`src/rtl/nvm_acc_pkg.sv`:
```
package nvm_acc_pkg;

    localparam int REG_W      = 32;
    localparam int WORD_W     = 16;
    localparam int DONE_BIT   = 0;
    localparam int WORD_LSB   = 16;
    localparam int FLAG_UNC   = 0;
    localparam int FLAG_CORR  = 1;

    typedef enum logic {
        SEL_ACCESS = 1'b0,
        SEL_STATUS = 1'b1
    } reg_sel_e;

    typedef struct packed {
        logic corr;
        logic unc;
    } ecc_flags_t;

endpackage

```
`src/rtl/nvm_acc_launch.sv`:
```
module nvm_acc_launch
    import nvm_acc_pkg::*;
#(
    parameter int ADDR_W = 12
) (
    input  logic              clk,
    input  logic              rst_n,
    input  logic              start_wr,
    input  logic [ADDR_W-1:0] start_addr,
    output logic              mem_req,
    output logic [ADDR_W-1:0] mem_addr,
    input  logic              mem_ready,
    input  logic [WORD_W-1:0] mem_rdata,
    input  logic              mem_ecc_unc,
    output logic              done,
    output logic [ADDR_W-1:0] cur_addr,
    output logic [WORD_W-1:0] word,
    output logic              answer
);

    typedef struct packed {
        logic              busy;
        logic              done;
        logic [ADDR_W-1:0] addr;
        logic [WORD_W-1:0] word;
    } lch_t;

    lch_t st_d, st_q;
    logic accept;
    logic finish;

    always_comb begin
        st_d   = st_q;
        accept = start_wr && !st_q.busy;
        finish = st_q.busy && mem_ready;
        if (accept) begin
            st_d.busy = 1'b1;
            st_d.done = 1'b0;
            st_d.addr = start_addr;
        end else if (finish) begin
            st_d.busy = 1'b0;
            st_d.done = 1'b1;
            st_d.word = mem_ecc_unc ? '0 : mem_rdata;
        end
    end

    always_ff @(posedge clk or negedge rst_n) begin
        if (!rst_n) begin
            st_q <= '0;
        end else begin
            st_q <= st_d;
        end
    end

    assign mem_req  = st_q.busy;
    assign mem_addr = st_q.addr;
    assign done     = st_q.done;
    assign cur_addr = st_q.addr;
    assign word     = st_q.word;
    assign answer   = finish;

    // request held until the memory answers
    a_r3_req_held: assert property (@(posedge clk) disable iff (!rst_n)
        (mem_req && !mem_ready) |=> mem_req);

    // address steady across the wait
    a_r3_addr_steady: assert property (@(posedge clk) disable iff (!rst_n)
        (mem_req && !mem_ready) |=> $stable(mem_addr));

    // completion only follows an answer
    a_r5_done_after_ready: assert property (@(posedge clk) disable iff (!rst_n)
        $rose(done) |-> $past(mem_ready && mem_req));

    // captured word matches the answer
    a_r4_word_capture: assert property (@(posedge clk) disable iff (!rst_n)
        (mem_req && mem_ready && !mem_ecc_unc) |=> (word == $past(mem_rdata) && done && !mem_req));

    // failed read leaves zero
    a_r7_fail_zero: assert property (@(posedge clk) disable iff (!rst_n)
        (mem_req && mem_ready && mem_ecc_unc) |=> (word == '0 && done));

    // no completion shown while a read is pending
    a_r10_done_low_busy: assert property (@(posedge clk) disable iff (!rst_n)
        mem_req |-> !done);

endmodule

```
`src/rtl/nvm_acc_ecc.sv`:
```
module nvm_acc_ecc
    import nvm_acc_pkg::*;
(
    input  logic       clk,
    input  logic       rst_n,
    input  logic       answer,
    input  logic       ecc_corr,
    input  logic       ecc_unc,
    input  logic       clr_wr,
    input  ecc_flags_t clr_mask,
    output ecc_flags_t flags
);

    ecc_flags_t fl_d, fl_q;
    ecc_flags_t hit;

    always_comb begin
        hit.corr = answer && ecc_corr;
        hit.unc  = answer && ecc_unc;
        fl_d     = fl_q;
        if (clr_wr) begin
            fl_d.corr = fl_q.corr && !clr_mask.corr;
            fl_d.unc  = fl_q.unc && !clr_mask.unc;
        end
        fl_d.corr = fl_d.corr || hit.corr;
        fl_d.unc  = fl_d.unc || hit.unc;
    end

    always_ff @(posedge clk or negedge rst_n) begin
        if (!rst_n) begin
            fl_q <= '0;
        end else begin
            fl_q <= fl_d;
        end
    end

    assign flags = fl_q;

    // uncorrectable outcome is recorded
    a_r7_unc_set: assert property (@(posedge clk) disable iff (!rst_n)
        (answer && ecc_unc) |=> flags.unc);

    // correctable outcome is recorded
    a_r8_corr_set: assert property (@(posedge clk) disable iff (!rst_n)
        (answer && ecc_corr) |=> flags.corr);

    // one-write clears when nothing sets
    a_r9_unc_clear: assert property (@(posedge clk) disable iff (!rst_n)
        (clr_wr && clr_mask.unc && !(answer && ecc_unc)) |=> !flags.unc);

    a_r9_corr_clear: assert property (@(posedge clk) disable iff (!rst_n)
        (clr_wr && clr_mask.corr && !(answer && ecc_corr)) |=> !flags.corr);

    // flags are sticky without a one-write
    a_r9_sticky: assert property (@(posedge clk) disable iff (!rst_n)
        (!clr_wr && flags.unc) |=> flags.unc);

endmodule

```
`src/rtl/nvm_acc_readback.sv`:
```
module nvm_acc_readback
    import nvm_acc_pkg::*;
#(
    parameter int ADDR_W = 12
) (
    input  reg_sel_e          sel,
    input  logic              done,
    input  logic [ADDR_W-1:0] cur_addr,
    input  logic [WORD_W-1:0] word,
    input  ecc_flags_t        flags,
    output logic [REG_W-1:0]  rdata
);

    localparam int PAD_W = WORD_LSB - 1 - ADDR_W;

    logic [REG_W-1:0] acc_view;
    logic [REG_W-1:0] stat_view;

    generate
        if (PAD_W > 0) begin : g_pad
            assign acc_view = {word, {PAD_W{1'b0}}, cur_addr, done};
        end else begin : g_nopad
            assign acc_view = {word, cur_addr, done};
        end
    endgenerate

    always_comb begin
        stat_view            = '0;
        stat_view[FLAG_UNC]  = flags.unc;
        stat_view[FLAG_CORR] = flags.corr;
    end

    assign rdata = (sel == SEL_STATUS) ? stat_view : acc_view;

endmodule

```
`src/rtl/nvm_word_access.sv`:
```
module nvm_word_access
    import nvm_acc_pkg::*;
#(
    parameter int ADDR_W = 12
) (
    input  logic              clk,
    input  logic              rst_n,
    input  logic              host_wr,
    input  logic              host_sel,
    input  logic [31:0]       host_wdata,
    output logic [31:0]       host_rdata,
    output logic              mem_req,
    output logic [ADDR_W-1:0] mem_addr,
    input  logic              mem_ready,
    input  logic [15:0]       mem_rdata,
    input  logic              mem_ecc_corr,
    input  logic              mem_ecc_unc
);

    reg_sel_e          sel;
    logic              acc_wr;
    logic              stat_wr;
    logic              done;
    logic              answer;
    logic [ADDR_W-1:0] cur_addr;
    logic [WORD_W-1:0] word;
    ecc_flags_t        flags;
    ecc_flags_t        clr_mask;

    assign sel           = reg_sel_e'(host_sel);
    assign acc_wr        = host_wr && (sel == SEL_ACCESS);
    assign stat_wr       = host_wr && (sel == SEL_STATUS);
    assign clr_mask.unc  = host_wdata[FLAG_UNC];
    assign clr_mask.corr = host_wdata[FLAG_CORR];

    nvm_acc_launch #(.ADDR_W(ADDR_W)) u_launch (
        .clk        (clk),
        .rst_n      (rst_n),
        .start_wr   (acc_wr),
        .start_addr (host_wdata[ADDR_W:1]),
        .mem_req    (mem_req),
        .mem_addr   (mem_addr),
        .mem_ready  (mem_ready),
        .mem_rdata  (mem_rdata),
        .mem_ecc_unc(mem_ecc_unc),
        .done       (done),
        .cur_addr   (cur_addr),
        .word       (word),
        .answer     (answer)
    );

    nvm_acc_ecc u_ecc (
        .clk      (clk),
        .rst_n    (rst_n),
        .answer   (answer),
        .ecc_corr (mem_ecc_corr),
        .ecc_unc  (mem_ecc_unc),
        .clr_wr   (stat_wr),
        .clr_mask (clr_mask),
        .flags    (flags)
    );

    nvm_acc_readback #(.ADDR_W(ADDR_W)) u_rb (
        .sel      (sel),
        .done     (done),
        .cur_addr (cur_addr),
        .word     (word),
        .flags    (flags),
        .rdata    (host_rdata)
    );

    // nothing requested straight out of reset
    a_r1_reset_idle: assert property (@(posedge clk)
        $rose(rst_n) |-> (!mem_req && host_rdata[0] == 1'b0));

    // accepted write raises request with the written address
    a_r2_launch: assert property (@(posedge clk) disable iff (!rst_n)
        (acc_wr && !mem_req) |=> (mem_req && mem_addr == $past(host_wdata[ADDR_W:1])));

endmodule

```
`config.mk`:
```
export PLATFORM = sky130hd
export DESIGN_NAME = nvm_word_access
export DESIGN_NICKNAME = d
export VERILOG_FILES = /design/src/rtl/nvm_acc_pkg.sv /design/src/rtl/nvm_acc_launch.sv /design/src/rtl/nvm_acc_ecc.sv /design/src/rtl/nvm_acc_readback.sv /design/src/rtl/nvm_word_access.sv
export SDC_FILE = /design/constraint.sdc
export NUM_CORES = 1
export LEC_CHECK = 0
export BUFFER_PORTS_ARGS = -buffer_cell sky130_fd_sc_hd__buf_2
export CAP_MARGIN = 20
export CORE_MARGIN = 5
export CORE_UTILIZATION = 47
export CTS_BUF_LIST = sky130_fd_sc_hd__clkbuf_4 sky130_fd_sc_hd__clkbuf_8 sky130_fd_sc_hd__clkbuf_16
export DETAILED_ROUTE_END_ITERATION = 8
export HOLD_SLACK_MARGIN = 0.08
export PLACE_DENSITY_LB_ADDON = 0.2
export RECOVER_POWER = 25
export SLEW_MARGIN = 20
export SYNTH_ARGS = -nofsm -noshare
export SYNTH_HDL_FRONTEND = slang
export SYNTH_HIERARCHICAL = 1
export SYNTH_SLANG_ARGS = --single-unit
```
`constraint.sdc`:
```
create_clock -name clk -period 2.6 [get_ports clk]
set_input_delay 0.52 -clock clk [delete_from_list [all_inputs] [get_ports clk]]
set_output_delay 0.52 -clock clk [all_outputs]
set_load 0.005 [all_outputs]
```
# Word-level counts from Yosys, hierarchy flattened
# Cells that the tools add are included.
dict set report word_totals {
  ff_bits 32
  mem_bits_rw 0
  latch_bits 0
  n_memories 0
  elab_cells 28
  romBits 0
  out_inout_bits 45
}
dict set report op_classes {
  bitwise 2
  div_mod_pow 0
  reduce_logical 15
  mul 0
  add_sub_neg 0
  order_cmp 0
  shifts 0
  n_eq_ne 0
  n_mux 5
}
# op n
set ops {}
lappend ops {{32-bit 2-to-1 mux} 1}
lappend ops {{16-bit 2-to-1 mux} 1}
lappend ops {{1-bit logical AND} 8}
lappend ops {{2-bit 2-to-1 mux} 3}
lappend ops {{1-bit logical NOT} 3}
lappend ops {{1-bit logical OR} 2}
lappend ops {{1-bit NOT} 2}
lappend ops {{2-bit AND reduction} 1}
lappend ops {{2-bit nonzero test} 1}

# Longest topological paths before layout
# Gate-level depths: netlist (run 1).
dict set report logic_depth {
  depth_word 5
  depth_mapped 4
  ltp_nobuf 3
}

# Modules after synthesis
# The synthesis (run 1) kept the hierarchy.
# mod seq_area_each_um2 cells_each n_inst area_each_um2
set by_module_without_submodules {}
lappend by_module_without_submodules {nvm_acc_launch 750.7 96 1 1423.9}
lappend by_module_without_submodules {nvm_acc_readback 0.0 36 1 252.7}
lappend by_module_without_submodules {nvm_acc_ecc 50.0 6 1 75.1}
lappend by_module_without_submodules {nvm_word_access 0.0 2 1 16.3}

# Worst setup path before layout (run 1)
# OpenSTA, ideal clock, no wires.
dict set report synth_path {
  kind {in2reg}
  from {in host_sel}
  to {reg u_launch.st_q (netlist bit u_launch/cur_addr[0])}
  arrival_ps 1385
  path_buffers 1
  slack_ps 1090
  stages 4
  t_required_ps 2475
  cell_sequence {and2b_2 -> nor2b_2 -> buf_6 -> mux2_4}
}
dict set report synth_between {
  elab_chain_cells 3
}
# item line_no
set synth_rtl {}
lappend synth_rtl {{from (decl)} nvm_word_access.sv:9} ;# input logic host_sel,
lappend synth_rtl {{1-bit NOT} nvm_word_access.sv:31} ;# assign acc_wr = host_wr && (sel == SEL_ACCESS);
lappend synth_rtl {{1-bit logical AND} nvm_word_access.sv:31}
lappend synth_rtl {{1-bit logical AND} nvm_acc_launch.sv:34} ;# accept = start_wr && !st_q.busy;
lappend synth_rtl {{to (signal assigned)} nvm_acc_launch.sv:51} ;# st_q <= st_d;
lappend synth_rtl {{to (decl)} nvm_acc_launch.sv:28} ;# lch_t st_d, st_q;
# No other way between the ends.
# A chain may end at the register's enable or synchronous reset.

# Worst setup path in the final report (run 1)
dict set report layout_path {
  from {in host_sel}
  to {out host_rdata[30]}
}
dict set report layout_between {
  elab_chain_cells 1
}
# item line_no
set layout_rtl {}
lappend layout_rtl {{32-bit 2-to-1 mux} nvm_acc_readback.sv:33} ;# assign rdata = (sel == SEL_STATUS) ? stat_view : acc_view;
lappend layout_rtl {{to (decl)} nvm_word_access.sv:11} ;# output logic [31:0] host_rdata,
# No other way between the ends.

==> results.py, run 1 <==
metrics = {
    "grt": {
        "grt_pass1_wl_mm": 5.55,
        "antenna_found_initial": 0,
        "overflow": 0,
        "grtUsageTotal_pct": 13.8,
        "grt_max_degree": 33,
        "grt_pass1_vias": 1211,
    },
    "pwr": {
        "p_per_area_nw_per_um2": 821,
        "peakVddDrop_v": 0.000400,
        "total_power_mw": 1.79,
        "p_leak_nw": 1.19,
    },
    "synth": {
        "syn_avg_cell_area_um2": 12.6,
        "synth-seq-cells": 32,
        "ys_types": 19,
        "synth-seq-area-share_pct": 45.3,
        "synthCells": 140,
        "syn_area_um2": 1770,
        "synth_top_area_share_pct": 45.3,
        "yosysTopAreaCell": "dfrtp_1",
        "yosys-top-cells-area": "dfrtp_1 (45%), mux2_4 (17%), nor2b_1 (10%), buf_4 (6.4%), mux2_2 (6.4%)",
        "synth_warnings": 6,
    },
    "die": {
        "die_area_um2": 5090,
        "rows": 22,
        "ios": 100,
        "start_util_pct": 48.3,
        "die_w_um": 71.3,
        "core_um2": 3660,
        "die_y_um": 71.3,
    },
    "worst_setup_path": {
        "crit_buf_inv": 3,
        "cp_common_cell": "buf_2",
        "cp_slowest_stage_delay_ns": 0.28,
        "crit_arrival_ns": 1.27,
        "crit_family": "buffers and inverters",
        "path_cells": "buf_2 -> buf_4 -> nor2b_1 -> buf_2",
        "startpoint_type": "input port",
        "path_max_fanout": 17,
        "required_ns": 2.08,
        "worstSetupPathType": "in2out",
        "cpMaxStageDelayCell": "buf_4",
        "crit_path_end_kind": "primary output",
    },
    "drt": {
        "via_per_inst": 4.54,
        "dr.pass1.iters": 4,
        "post-route-drc-count": 0,
        "drtIter0Drc": 18,
        "wl_mm": 3.42,
        "antenna_left": 0,
        "vias": 1162,
        "routedWlPerCell_um": 13.4,
    },
    "clock_tree": {
        "cts_hold_buffers": 0,
        "cts_sinks": 32,
        "cts_tree": "done",
        "cts_buffers": 5,
        "clock_path_buffers": 2,
        "htree_levels": 2,
        "path_clk_slew_ns": 0.06,
        "cts_setup_buffers": 0,
        "cts_resized": 0,
        "cts-root-buf": "clkbuf_8",
        "clk_latency_ns": 0.27,
    },
    "timing": {
        "rsz0062_at_grt": "false",
        "max_clock_freq_ghz": 0.558,
        "slew_viol_final": 33,
        "finalSetupTns_ns": 0,
        "layout_min_cycle_time_ns": 1.79,
        "hold_violations": 0,
        "clock_skew_ns": 0.00538,
        "period_share_pct": 68.9,
        "relSlewSlack_pct": -9.54,
        "worst_pin_slew_ns": 1.64,
        "setup_violations": 0,
    },
    "layout": {
        "final_cell_mix": "buf_2 (76), dfrtp_1 (32), nor2b_1 (29), mux2_4 (20)",
        "nFillCells": 326,
        "area_growth_pct": 23.2,
        "fin_nets": 262,
        "drive_gt1_share_pct": 59.6,
        "final_common_cell": "buf_2",
        "num_antenna_cells": 0,
    },
    "placed_design": {
        "place_congestion": 0.762,
        "dp_hpwl_mm": 2.55,
        "portBuffers": 77,
    },
    "job": {
        "drv_cap": 1,
    },
    "status": {
        "violations": "capacitance limit, slew limit",
        "outcome": "complete, but fails checks",
    },
    "worst_hold_path": {
        "min_path_type": "in2reg",
    },
}
==> worst reg2reg max path, stage by stage (launching register included) <==
cell and delay [ns]:
dfrtp_1 0.44, nor2b_2 0.13, buf_4 0.24, mux2_2 0.36
==> stage by stage <==
stage | hold slack, ns | instances | utilization, % | instance area [um^2] | worst slack (ns)
after floorplan | 0.224 | 142 | - | 1780 | 1.09
after global placement | 0.482 | 248 | 56.5 | 2070 | 0.761
after detailed placement | 0.485 | 248 | 56.5 | 2070 | 0.737
after CTS | 0.305 | 256 | 59.5 | 2180 | 0.787
after global routing | 0.455 | 256 | 59.5 | 2180 | 0.508
final | 0.474 | 256 | 59.5 | 2180 | 0.808
==> per-layer routing <==
metal  share of wire [%]  GRT usage, %  up-vias
met1                  42          17.0      550
li1                    -             -      564
met3                 8.6          5.89        2
met4                0.38          3.13        0
met2                  49          22.6       46
met5                   0             0        -
==> flip-flops by register name, indices dropped and copies added, names as in the netlist <==
name,flops
u_ecc/flags,2
u_launch/cur_addr,12
u_launch/done,1
u_launch/mem_req,1
u_launch/word,16
==> kinds of logic (layout without fill, tap and decap cells) <==
kind of cell | after synthesis | count (layout) | share of synthesized area (%)
other cells | 1 | 3 | 0.212
flops | 32 | 32 | 45.3
simple gates | 49 | 49 | 19.3
compound gates | 5 | 5 | 1.98
mux | 30 | 30 | 23.4
buf+inv | 23 | 89 | 9.91
==> final cells by class <==
cell class	count	area, um^2	share of cell area [%]
sequential	32	801	36.8
multi-input combinational	87	800	36.7
timing repair buffer	79	399	18.3
clock buffer	6	76.3	3.50
tap	48	60.1	2.76
clock inverter	2	35.0	1.61
inverter	2	7.51	0.345
==> power breakdown <==
part	switching, mW	internal [mW]
Combinational	0.198	0.378
Clock	0.169	0.294
Sequential	0.0934	0.656
Total	0.460	1.33
==> final timing paths <==
check                      cells past startpoint                   end             start  slack (ns)
max                                            4        host_rdata[30]          host_sel        0.81
min                                            2  u_launch/cur_addr[7]     host_wdata[8]        0.47
max reg2reg                                    3  u_launch/cur_addr[3]  u_launch/mem_req        1.32
min reg2reg                                    1      u_launch/word[3]  u_launch/word[3]        0.50
max in group asynchronous                      1     u_launch/word[12]             rst_n        0.98
min in group asynchronous                      1  u_launch/cur_addr[3]             rst_n        0.66
==> Yosys cell counts <==
cell	count
conb_1	1
o21ai_0	2
nand2_1	2
nor2b_2	1
a22o_1	2
and2b_1	10
and2_2	1
and2b_4	4
nor2b_1	29
buf_2	2
o21a_1	1
buf_6	4
buf_4	15
mux2_4	20
mux2_2	10
inv_1	2
dfrtp_1	32
and2b_2	1
nand2_4	1
Power figures use the tool's default switching activity.
==> run 2, diff against run 1 <==
--- a/config.mk
+++ b/config.mk
@@ -8,7 +8,7 @@
 export BUFFER_PORTS_ARGS = -buffer_cell sky130_fd_sc_hd__buf_2
 export CAP_MARGIN = 20
 export CORE_MARGIN = 5
-export CORE_UTILIZATION = 47
+export CORE_UTILIZATION = 44
 export CTS_BUF_LIST = sky130_fd_sc_hd__clkbuf_4 sky130_fd_sc_hd__clkbuf_8 sky130_fd_sc_hd__clkbuf_16
 export DETAILED_ROUTE_END_ITERATION = 8
 export HOLD_SLACK_MARGIN = 0.08
==> constraint.sdc (replaced) <==
create_clock -name clk -period 1.65 [get_ports clk]
set_input_delay 0.33 -clock clk [delete_from_list [all_inputs] [get_ports clk]]
set_output_delay 0.33 -clock clk [all_outputs]
set_load 0.005 [all_outputs]
==> run 2 against run 1 <==
  * The run now ends clean
  * Flip-flop and latch count did not move
  * First-iteration DRC count rose by 5.6%
  * Critical path depth unchanged
  * Final cell count fell by 0.39%
==> results.py, run 2 (synthesized netlist as in run 1, its figures left out) <==
metrics = {
    "pwr": {
        "peakVddDrop_v": 0.000656,
        "p_per_area_nw_per_um2": 1210,
        "p_leak_nw": 1.18,
    },
    "clock_tree": {
        "cts-root-buf": "clkbuf_8",
        "cts_setup_buffers": 0,
        "cts_resized": 0,
        "cts_tree": "done",
        "cts_buffers": 5,
        "htree_levels": 2,
        "path_clk_slew_ns": 0.06,
        "cts_sinks": 32,
        "clock_path_buffers": 2,
        "cts_hold_buffers": 0,
        "clk_latency_ns": 0.27,
    },
    "layout": {
        "multi_input_area_um2": 800,
        "nFillCells": 368,
        "stdcell_count": 255,
        "area_growth_pct": 22.4,
        "final_common_cell": "buf_2",
        "design_area_um2": 2160,
        "largest_reg_flops": 16,
        "drive_gt1_share_pct": 59.5,
        "seqCellArea_um2": 801,
        "final_cell_mix": "buf_2 (76), dfrtp_1 (32), nor2b_1 (29), mux2_4 (20)",
        "fin_nets": 262,
        "num_antenna_cells": 0,
    },
    "placed_design": {
        "dpl.cell_count": 250,
        "portBuffers": 77,
        "post-place-ws_ns": 0.140,
        "place_area_um2": 2100,
        "dp_hpwl_mm": 2.62,
        "place_congestion": 0.719,
    },
    "drt": {
        "via_per_inst": 4.55,
        "wl_mm": 3.61,
        "vias": 1160,
        "dr.pass1.iters": 4,
        "antenna_left": 0,
        "routedWlPerCell_um": 14.2,
        "post-route-drc-count": 0,
        "drtIter0Drc": 19,
    },
    "timing": {
        "clock_skew_ns": 0.000863,
        "setup_ws_ns": 0.248,
        "max_clock_freq_ghz": 0.713,
        "relSlewSlack_pct": 48.4,
        "setup_violations": 0,
        "layout_min_cycle_time_ns": 1.40,
        "worst_pin_slew_ns": 0.774,
        "hold_violations": 0,
        "finalSetupTns_ns": 0,
        "rsz0062_at_grt": "false",
        "slew_viol_final": 0,
        "period_share_pct": 84.9,
    },
    "die": {
        "die_y_um": 73.4,
        "ios": 100,
        "core_um2": 3940,
        "die_area_um2": 5390,
        "rows": 23,
        "start_util_pct": 44.8,
        "die_w_um": 73.4,
    },
    "worst_setup_path": {
        "startpoint_type": "input port",
        "path_max_fanout": 30,
        "crit_arrival_ns": 1.07,
        "worstSetupPathType": "in2out",
        "crit_path_end_kind": "primary output",
        "required_ns": 1.32,
    },
    "status": {
        "outcome": "finished clean",
    },
    "grt": {
        "grt_pass1_vias": 1266,
        "overflow": 0,
        "grt_max_degree": 33,
        "grt_pass1_wl_mm": 5.73,
        "grtUsageTotal_pct": 14.2,
        "antenna_found_initial": 0,
    },
    "worst_hold_path": {
        "min_path_type": "in2async",
    },
    "job": {
        "drv_cap": 0,
    },
}
run 2: layer usage:
layer	vias up	global-route usage (%)	wire (um)
met5	-	0	0
met1	539	16.2	1390
met4	0	6.04	49
met3	5	6.84	462
met2	55	22.8	1710
li1	561	-	-
run 2: cell type report:
cell class              count  share of cell area [%]
inverters                   2                   0.347
repair buffers             79                    19.7
multi-input cells          87                    36.9
well taps                  50                    2.89
flip-flops and latches     32                    37.0
clock buffers               5                    3.18
run 2: path summary, 6_finish.rpt:
path | start | endpoint | slack [ns] | cells after the start
setup / recovery | host_sel | host_rdata[0] | 0.25 | 4
hold / removal | rst_n | u_launch/word[9] | 0.13 | 1
setup reg to reg | u_launch/mem_req | u_launch/cur_addr[4] | 0.40 | 3
hold reg to reg | u_launch/word[0] | u_launch/word[0] | 0.50 | 1
max in group asynchronous | rst_n | u_launch/word[4] | 1.03 | 1
min in group clk | host_wdata[9] | u_launch/cur_addr[8] | 0.29 | 2
run 2: where the power goes:
part	leakage [nW]	total [mW]	internal [mW]	switching [mW]
logic	0.754	0.927	0.605	0.322
registers	0.393	1.18	1.03	0.149
clock network	0.0359	0.502	0.271	0.231
total	1.18	2.61	1.91	0.702
run 2: metrics by stage:
stage | utilization, % | total power [mW] | hold slack (ns)
2_1_floorplan | - | 1.89 | 0.0344
3_3_place_gp | 53.2 | 2.09 | 0.407
3_5_place_dp | 53.2 | 2.13 | 0.418
4_1_cts | 54.9 | 2.66 | 0.118
5_1_grt | 54.9 | 2.80 | 0.195
6_report | 54.9 | 2.61 | 0.129
run 2: worst max-delay path: stages:
cell    delay (ns)
buf_2         0.11
buf_12        0.19
mux2_4        0.31
buf_2         0.13
==> run 3, diff against run 2 <==
--- a/config.mk
+++ b/config.mk
@@ -5,10 +5,11 @@
 export SDC_FILE = /design/constraint.sdc
 export NUM_CORES = 1
 export LEC_CHECK = 0
+export ABC_AREA = 1
 export BUFFER_PORTS_ARGS = -buffer_cell sky130_fd_sc_hd__buf_2
 export CAP_MARGIN = 20
 export CORE_MARGIN = 5
-export CORE_UTILIZATION = 44
+export CORE_UTILIZATION = 40
 export CTS_BUF_LIST = sky130_fd_sc_hd__clkbuf_4 sky130_fd_sc_hd__clkbuf_8 sky130_fd_sc_hd__clkbuf_16
 export DETAILED_ROUTE_END_ITERATION = 8
 export HOLD_SLACK_MARGIN = 0.08
==> constraint.sdc (replaced) <==
create_clock -name clk -period 1.2 [get_ports clk]
set_input_delay 0.24 -clock clk [delete_from_list [all_inputs] [get_ports clk]]
set_output_delay 0.24 -clock clk [all_outputs]
set_load 0.005 [all_outputs]
==> run 3 against run 2 <==
  * Count of clock-buffer cells in the layout grew 1
  * Core utilization shrank 3.6 points
  * Final cell count grew 48%
  * Wire length grew 7.0%
  * Largest cell class unchanged
  * Highest routed layer unchanged
==> results.py, run 3 <==
metrics = {
    "synth": {
        "yosysTopAreaCell": "dfrtp_1",
        "synth_top_family_by_area": "simple AND/OR/NAND/NOR gates",
        "synthCells": 254,
        "synth-seq-area-share_pct": 45.6,
        "synth_compound_area_share_pct": 0.285,
        "synthMuxAreaShare_pct": 0,
        "syn_area_um2": 1760,
        "yosys-top-cells-area": "dfrtp_1 (46%), nand2_1 (19%), inv_1 (9.6%), nor2_1 (9.2%), buf_4 (7.3%)",
        "synth_top_area_share_pct": 45.6,
        "synth-seq-cells": 32,
        "synth-edff-count": 0,
        "ys_types": 17,
        "synth_xor_area_share_pct": 0,
        "synth-main-ff-cell": "dfrtp_1",
        "yosys.area_share.simple_pct": 33.0,
        "syn_avg_cell_area_um2": 6.92,
        "yosys-top-cells-count": "nand2_1 (89), inv_1 (45), nor2_1 (43), dfrtp_1 (32), buf_4 (17)",
        "synthAdderAreaFrac_pct": 0,
        "yosysMostFrequentCell": "nand2_1",
        "synth_warnings": 6,
        "async_reset_ff_share_pct": 100,
    },
    "clock_tree": {
        "cts_buffers": 5,
        "clk_latency_ns": 0.27,
        "cts_sinks": 32,
        "path_clk_slew_ns": 0.06,
        "clock_path_buffers": 2,
        "cts-root-buf": "clkbuf_8",
        "cts_tree": "done",
        "htree_levels": 2,
    },
    "pwr": {
        "p_int_mw": 2.05,
        "peakVddDrop_v": 0.000632,
        "pwr-share-seq_pct": 47.8,
        "p_leak_nw": 1.43,
        "switching_share_pct": 30.1,
        "total_power_mw": 2.93,
        "p_per_area_nw_per_um2": 1330,
        "p_comb_share_pct": 25.6,
        "power_frac_clock_pct": 26.6,
        "p_sw_mw": 0.882,
    },
    "placed_design": {
        "place_congestion": 0.706,
        "post-place-ws_ns": 0.148,
        "portBuffers": 77,
        "dp_hpwl_mm": 2.90,
        "place_area_um2": 2100,
        "dpl.cell_count": 367,
    },
    "grt": {
        "overflow": 0,
        "antenna_found_initial": 0,
        "grt_pass1_wl_mm": 6.85,
        "grt_max_degree": 33,
        "grt_pass1_vias": 1523,
        "grtUsageTotal_pct": 14.3,
    },
    "layout": {
        "num_antenna_cells": 0,
        "largest_reg_flops": 16,
        "final_cell_mix": "nand2_1 (89), buf_2 (77), inv_1 (45), nor2_1 (41), dfrtp_1 (32)",
        "seqCellArea_um2": 801,
        "area_growth_pct": 25.3,
        "multi_input_area_um2": 601,
        "final_common_cell": "nand2_1",
        "design_area_um2": 2200,
        "stdcell_count": 378,
        "fin_nets": 381,
        "drive_gt1_share_pct": 31.3,
        "nFillCells": 457,
    },
    "worst_setup_path": {
        "crit_path_end_kind": "primary output",
        "crit_arrival_ns": 0.90,
        "path_max_fanout": 3,
        "startpoint_type": "register",
        "required_ns": 0.96,
        "rrSetupSlack_ns": 0.17,
        "worstSetupPathType": "reg2out",
    },
    "timing": {
        "setup_violations": 0,
        "rsz0062_at_grt": "true",
        "setup_ws_ns": 0.0599,
        "max_clock_freq_ghz": 0.877,
        "clock_skew_ns": 0.00479,
        "holdWs_ns": 0.157,
        "slew_viol_final": 0,
        "hold_violations": 0,
        "period_share_pct": 95.0,
        "layout_min_cycle_time_ns": 1.14,
    },
    "drt": {
        "via_per_inst": 4.10,
        "vias": 1550,
        "dr.pass1.iters": 4,
        "drtIter0Drc": 66,
        "wl_mm": 3.86,
        "post-route-drc-count": 0,
        "routedWlPerCell_um": 10.2,
        "antenna_left": 0,
    },
    "die": {
        "core_um2": 4290,
        "die_area_um2": 5820,
        "die_y_um": 76.3,
        "die_w_um": 76.3,
        "rows": 24,
        "start_util_pct": 40.9,
        "ios": 100,
    },
    "status": {
        "outcome": "finished clean",
    },
    "job": {
        "drv_cap": 0,
    },
    "worst_hold_path": {
        "min_path_type": "in2reg",
    },
}
## run 3: area by class of cell
class,count,share of cell area (%)
sequential,32,36.3
multi-input combinational,151,27.3
clock inverter,1,0.227
inverter,48,8.40
clock buffer,6,3.46
timing repair buffer,88,21.4
tap,52,2.95
## run 3: worst max-delay path: stages, from the launching register on
cell	delay, ns
dfrtp_1	0.39
nand2_1	0.06
nand2_1	0.05
buf_2	0.12
## run 3: per-stage QoR
step	utilization (%)	setup TNS, ns
final	51.3	0
after global routing	51.3	-0.0271
after CTS	51.0	0
after detailed placement	48.8	0
after global placement	48.8	0
after floorplan	-	0
## run 3: power by group through the flow
stage	logic, mW	clock network, mW	registers (mW)
after floorplan	0.526	0	1.40
after global placement	0.728	0	1.42
after detailed placement	0.744	0	1.42
after CTS	0.748	0.811	1.40
after global routing	0.882	0.855	1.43
final	0.752	0.780	1.40
## run 3: layer usage
metal / wire length [um] / track usage (%) / share of wire (%)
met4: 53 / 4.20 / 1.4
met1: 1680 / 17.3 / 43
met3: 313 / 5.67 / 8.1
met2: 1820 / 23.5 / 47
met5: 0 / 0 / 0
## run 3: cell families (layout without fill, tap and decap cells)
| group | after synthesis | count (layout) |
|---|---|---|
| AO/OA/AOI/OAI | 1 | 1 |
| buffers and inverters | 73 | 143 |
| AND/OR/NAND/NOR | 147 | 147 |
| flip-flops | 32 | 32 |
| other | 1 | 3 |
## run 3: path summary, 6_finish.rpt
kind | start | endpoint | depth (start not counted)
setup / recovery | u_launch/cur_addr[0] | host_rdata[1] | 3
hold / removal | mem_ecc_corr | u_ecc/flags[1] | 3
setup reg to reg | u_launch/mem_req | u_launch/done | 4
hold reg to reg | u_ecc/flags[1] | u_ecc/flags[1] | 2
max in group asynchronous | rst_n | u_launch/cur_addr[6] | 3
min in group asynchronous | rst_n | u_launch/cur_addr[9] | 3
## run 3: repair_timing
| item | CTS | global route |
|---|---|---|
| setup buffers | 0 | 3 |
| hold endpoints to repair | 32 | 0 |
| hold buffers | 1 | 0 |
| resized for setup | 0 | 2 |
| setup endpoints to repair | 0 | 6 |
